$ cat src/rtl/booth_pkg.sv
package booth_pkg;

  typedef enum logic [1:0] {
    ACT_HOLD = 2'd0,
    ACT_ADD  = 2'd1,
    ACT_SUB  = 2'd2
  } booth_act_e;

  typedef enum logic [1:0] {
    ST_IDLE = 2'd0,
    ST_RUN  = 2'd1,
    ST_FIN  = 2'd2
  } booth_st_e;

endpackage

$ cat src/rtl/booth_recode.sv
module booth_recode
  import booth_pkg::*;
(
  input  logic       cur_bit,
  input  logic       prev_bit,
  output booth_act_e act
);

  always_comb begin
    unique case ({cur_bit, prev_bit})
      2'b10:   act = ACT_SUB;
      2'b01:   act = ACT_ADD;
      default: act = ACT_HOLD;
    endcase
  end

endmodule

$ cat src/rtl/booth_addsub.sv
module booth_addsub
  import booth_pkg::*;
#(
  parameter int WIDTH = 8,
  localparam int AW = WIDTH + 1
) (
  input  logic [AW-1:0]    acc_in,
  input  logic [WIDTH-1:0] mcand,
  input  booth_act_e       act,
  output logic [AW-1:0]    acc_out
);

  logic [AW-1:0] m_ext;
  logic [AW-1:0] operand;
  logic          cin;

  assign m_ext = {mcand[WIDTH-1], mcand};

  always_comb begin
    operand = '0;
    cin     = 1'b0;
    case (act)
      ACT_ADD: begin
        operand = m_ext;
        cin     = 1'b0;
      end
      ACT_SUB: begin
        operand = ~m_ext;
        cin     = 1'b1;
      end
      default: begin
        operand = '0;
        cin     = 1'b0;
      end
    endcase
  end

  assign acc_out = acc_in + operand + AW'(cin);

endmodule

$ cat src/rtl/booth_ctrl.sv
module booth_ctrl
  import booth_pkg::*;
#(
  parameter int WIDTH = 8,
  localparam int CW = $clog2(WIDTH + 1)
) (
  input  logic clk,
  input  logic rst_n,
  input  logic start,
  output logic load_en,
  output logic step_en,
  output logic busy,
  output logic done
);

  booth_st_e st_q, st_d;
  logic [CW-1:0] cnt_q, cnt_d;
  logic          last_pass;

  assign last_pass = (cnt_q == CW'(WIDTH - 1));
  assign busy      = (st_q == ST_RUN);
  assign step_en   = busy;
  assign load_en   = start && !busy;
  assign done      = (st_q == ST_FIN);

  always_comb begin
    st_d  = st_q;
    cnt_d = cnt_q;
    case (st_q)
      ST_IDLE, ST_FIN: begin
        if (start) begin
          st_d  = ST_RUN;
          cnt_d = '0;
        end else begin
          st_d  = ST_IDLE;
        end
      end
      ST_RUN: begin
        cnt_d = cnt_q + CW'(1);
        if (last_pass) st_d = ST_FIN;
      end
      default: st_d = ST_IDLE;
    endcase
  end

  always_ff @(posedge clk or negedge rst_n) begin
    if (!rst_n) begin
      st_q  <= ST_IDLE;
      cnt_q <= '0;
    end else begin
      st_q  <= st_d;
      cnt_q <= cnt_d;
    end
  end

endmodule

$ cat src/rtl/booth_mul_seq.sv
module booth_mul_seq
  import booth_pkg::*;
#(
  parameter int WIDTH = 8
) (
  input  logic                 clk,
  input  logic                 rst_n,
  input  logic                 start,
  input  logic [WIDTH-1:0]     mcand,
  input  logic [WIDTH-1:0]     mplier,
  output logic                 done,
  output logic [2*WIDTH-1:0]   product
);

  localparam int AW = WIDTH + 1;

  logic             load_en, step_en, busy;
  logic [AW-1:0]    acc_q, acc_d;
  logic [WIDTH-1:0] q_q, q_d;
  logic             tail_q, tail_d;
  logic [WIDTH-1:0] m_q, m_d;
  logic [AW-1:0]    sum;
  booth_act_e       act;

  booth_ctrl #(.WIDTH(WIDTH)) u_ctrl (
    .clk     (clk),
    .rst_n   (rst_n),
    .start   (start),
    .load_en (load_en),
    .step_en (step_en),
    .busy    (busy),
    .done    (done)
  );

  booth_recode u_recode (
    .cur_bit  (q_q[0]),
    .prev_bit (tail_q),
    .act      (act)
  );

  booth_addsub #(.WIDTH(WIDTH)) u_addsub (
    .acc_in  (acc_q),
    .mcand   (m_q),
    .act     (act),
    .acc_out (sum)
  );

  always_comb begin
    acc_d  = acc_q;
    q_d    = q_q;
    tail_d = tail_q;
    m_d    = m_q;
    if (load_en) begin
      acc_d  = '0;
      q_d    = mplier;
      tail_d = 1'b0;
      m_d    = mcand;
    end else if (step_en) begin
      acc_d  = {sum[AW-1], sum[AW-1:1]};
      q_d    = {sum[0], q_q[WIDTH-1:1]};
      tail_d = q_q[0];
    end
  end

  always_ff @(posedge clk or negedge rst_n) begin
    if (!rst_n) begin
      acc_q  <= '0;
      q_q    <= '0;
      tail_q <= 1'b0;
      m_q    <= '0;
    end else if (load_en || step_en) begin
      acc_q  <= acc_d;
      q_q    <= q_d;
      tail_q <= tail_d;
      m_q    <= m_d;
    end
  end

  assign product = {acc_q[WIDTH-1:0], q_q};

endmodule


$ cat config.mk
export PLATFORM = sky130hd
export DESIGN_NAME = booth_mul_seq
export DESIGN_NICKNAME = d
export VERILOG_FILES = /design/src/rtl/booth_pkg.sv /design/src/rtl/booth_recode.sv /design/src/rtl/booth_addsub.sv /design/src/rtl/booth_ctrl.sv /design/src/rtl/booth_mul_seq.sv
export SDC_FILE = /design/constraint.sdc
export NUM_CORES = 1
export LEC_CHECK = 0
export ABC_AREA = 1
export CAP_MARGIN = 5
export CORE_ASPECT_RATIO = 0.8
export CORE_MARGIN = 4
export CORE_UTILIZATION = 25
export DETAILED_ROUTE_END_ITERATION = 10
export SKIP_LAST_GASP = 1
export SYNTH_ARGS = -nofsm -noshare
export SYNTH_HDL_FRONTEND = slang
export SYNTH_SLANG_ARGS = --single-unit
export TNS_END_PERCENT = 5
$ cat constraint.sdc
create_clock -name clk -period 2.82 [get_ports clk]
set_clock_uncertainty 0.05 [all_clocks]
set_input_delay 0.564 -clock clk [delete_from_list [all_inputs] [get_ports clk]]
set_output_delay 0.564 -clock clk [all_outputs]
set_load 0.01 [all_outputs]
==> metrics <==
Syn Nets=between 200 and 300; cts-stage hold buffer count=0; maxcap violations=0; nature of the critical path startpoint=flop; Slew headroom=~73%; Tcrit/Tclk final=83.5%; Num CTS Buffers=5; Post-Route WL=between 4 and 5 mm; Final Max Tran Viols=0; row cnt=27; largest cells by area after synthesis=dfrtp_1 (43%), nand2_1 (19%), ha_1 (5.6%), inv_1 (5.5%), nand3_1 (3.9%); Post-CTS Resized=0; VDD IR-drop max=0.375 mV; Pre-antenna DRT Iters=4; TritonCTS clock tree=yes; initial core utilization=approximately 26%; Avg Synthesized Cell Area=7.81 um2; final setup violation count=0; routability congestion estimate=~0.83; Final Hold Vio Count=0; Chip Width=103 um; Tot Pwr=2.92 mW; RSZ-0062 raised after global routing=no; clock sinks=31; worst-path fanout max=9; top cell type's share of synthesized area=about 43%; number of setup buffers added after CTS=0; CP endpoint kind=flop; I/O Buffers=35; #FFs+latches synth=31; worst slack, placed=~0.46 ns; Req. time, crit path=slightly below 3 ns; Clock transition at path regs=~0.08 ns; Worst-Skew Late Latency=0.29 ns; fin util=about a third; yosys warns=0; WL/cell=~12 um; vias=1525; DIE HEIGHT=83.7 um; final worst setup slack=0.464 ns; Total Routing Usage GR=around 11%; # IOs=36; Core Box Area=6930 um2; largest net degree at the start of global routing=32; Layout area overhead=31.2%; placed insts=around 350; Total Neg Setup Slack=0 ns; Iteration-0 DRC Markers=63; Post-DP HPWL=3.06 mm; final std cells w/o fill=roughly 360; H-tree depth=2; global-route wire length before repair=around 7.5 mm; commonest non-fill, non-tap cells in the layout=nand2_1 (89), clkdlybuf4s50_1 (35), dfrtp_1 (31); Post-Syn Instances=between 200 and 250; vias per cell=~4.3; initial antenna violation count=0; most common cell after layout, fill and taps aside=nand2_1; Data arrival, critical path=between 2 and 2.5 ns; Worst-Margin Slew=0.407 ns; Fillers=between 700 and 800; Yosys cell types=26; Post-Syn Area=around 1800 um2; share of cells above drive strength 1=under 10%; vias in the first global route=approximately 1600; ant diodes=0; Routed Antenna Nets=0; die area=approximately 8600 um2; WS Path Type=reg -> reg; status=finished, final reports clean; Clock Tree Buf Depth=2; Final #Nets=~300; leading area contributor after synthesis=dfrtp_1; post-synthesis sequential area ratio=approximately 43%; Pleak=1.17 nW; PD cells=about 1200 nW/um2; worst min path class=reg -> reg; DRC=0; CTS root buf=clkbuf_8; total grt overflow=0; f_max=between 400 and 500 MHz; post-layout min period=~2.4 ns
-- logic make-up (layout without fill, tap and decap cells) --
logic type               after synthesis  after routing  synth area share (%)
AO/OA/AOI/OAI                         27             27                  9.72
buffers and inverters                 34             74                  8.95
adder cells (fa/ha/maj)               10             10                  7.83
AND/OR/NAND/NOR                      127            127                  30.1
flip-flops                            31             31                  43.4
-- metal layers --
metal  share of wire (%)  GRT usage, %
met1                  54          16.3
met2                  38          15.1
met3                 6.7          4.43
met4                 1.1          2.86
met5                   0             0
-- critical path: stages, from the launching register on --
cell and delay (ns):
dfrtp_1 0.36, inv_1 0.09, nand2_1 0.18, nor2_1 0.13
a21oi_1 0.06, fa_1 0.42, fa_1 0.38, inv_1 0.08
nand2_1 0.07, nand2_1 0.10, nand3b_1 0.10, nand2_1 0.07
nand2_1 0.04, nand3_1 0.07, nand2_1 0.05
-- cell type report --
type	instances	area [um2]	area share, %
clock inverter	2	60.1	2.56
tap	87	109	4.64
multi-input combinational	164	853	36.4
sequential	31	776	33.0
timing repair buffer	37	365	15.6
clock buffer	6	72.6	3.09
inverter	29	111	4.74
-- where the power goes --
group	switching, mW	total [mW]	leakage (nW)	internal (mW)
sequential	0.160	0.824	0.385	0.664
clock	0.185	0.539	0.0654	0.353
combinational	0.874	1.56	0.721	0.685
total	1.22	2.92	1.17	1.70
-- cell usage after synthesis (all sizes together) --
cell / number
nand2: 96
dfrtp: 31
nor2: 12
and2: 1
or2: 3
a22o: 1
nand3: 14
o221ai: 1
nand3b: 1
buf: 5
a21oi: 7
ha: 8
o22ai: 3
fa: 2
inv: 29
a32o: 1
o21ai: 10
o211ai: 4
-- metrics by stage --
step           hold WS (ns)  cell area [um2]
6_report              0.428             2350
5_1_grt               0.449             2350
4_1_cts               0.431             2350
3_5_place_dp          0.422             2210
3_3_place_gp          0.398             2210
2_1_floorplan         0.218             1790
-- path summary, 6_finish.rpt --
path	start	end	slack, ns	depth (start not counted)
min reg2reg	u_ctrl.cnt_q[3]	u_ctrl.cnt_q[3]	0.43	1
max reg2reg	tail_q	acc_q[5]	0.46	14
min in group asynchronous	rst_n	acc_q[2]	0.62	2
max in group asynchronous	rst_n	m_q[0]	1.80	2
max	tail_q	acc_q[5]	0.46	14
min	u_ctrl.cnt_q[3]	u_ctrl.cnt_q[3]	0.43	1
-- flip-flops by register name, summed over array words and instances, names as in the netlist --
signal / cells
acc_q: 8
m_q: 8
q_q: 8
u_ctrl.cnt_q: 4
u_ctrl.st_q: 2
tail_q: 1
(Power assumes the default switching activity.)
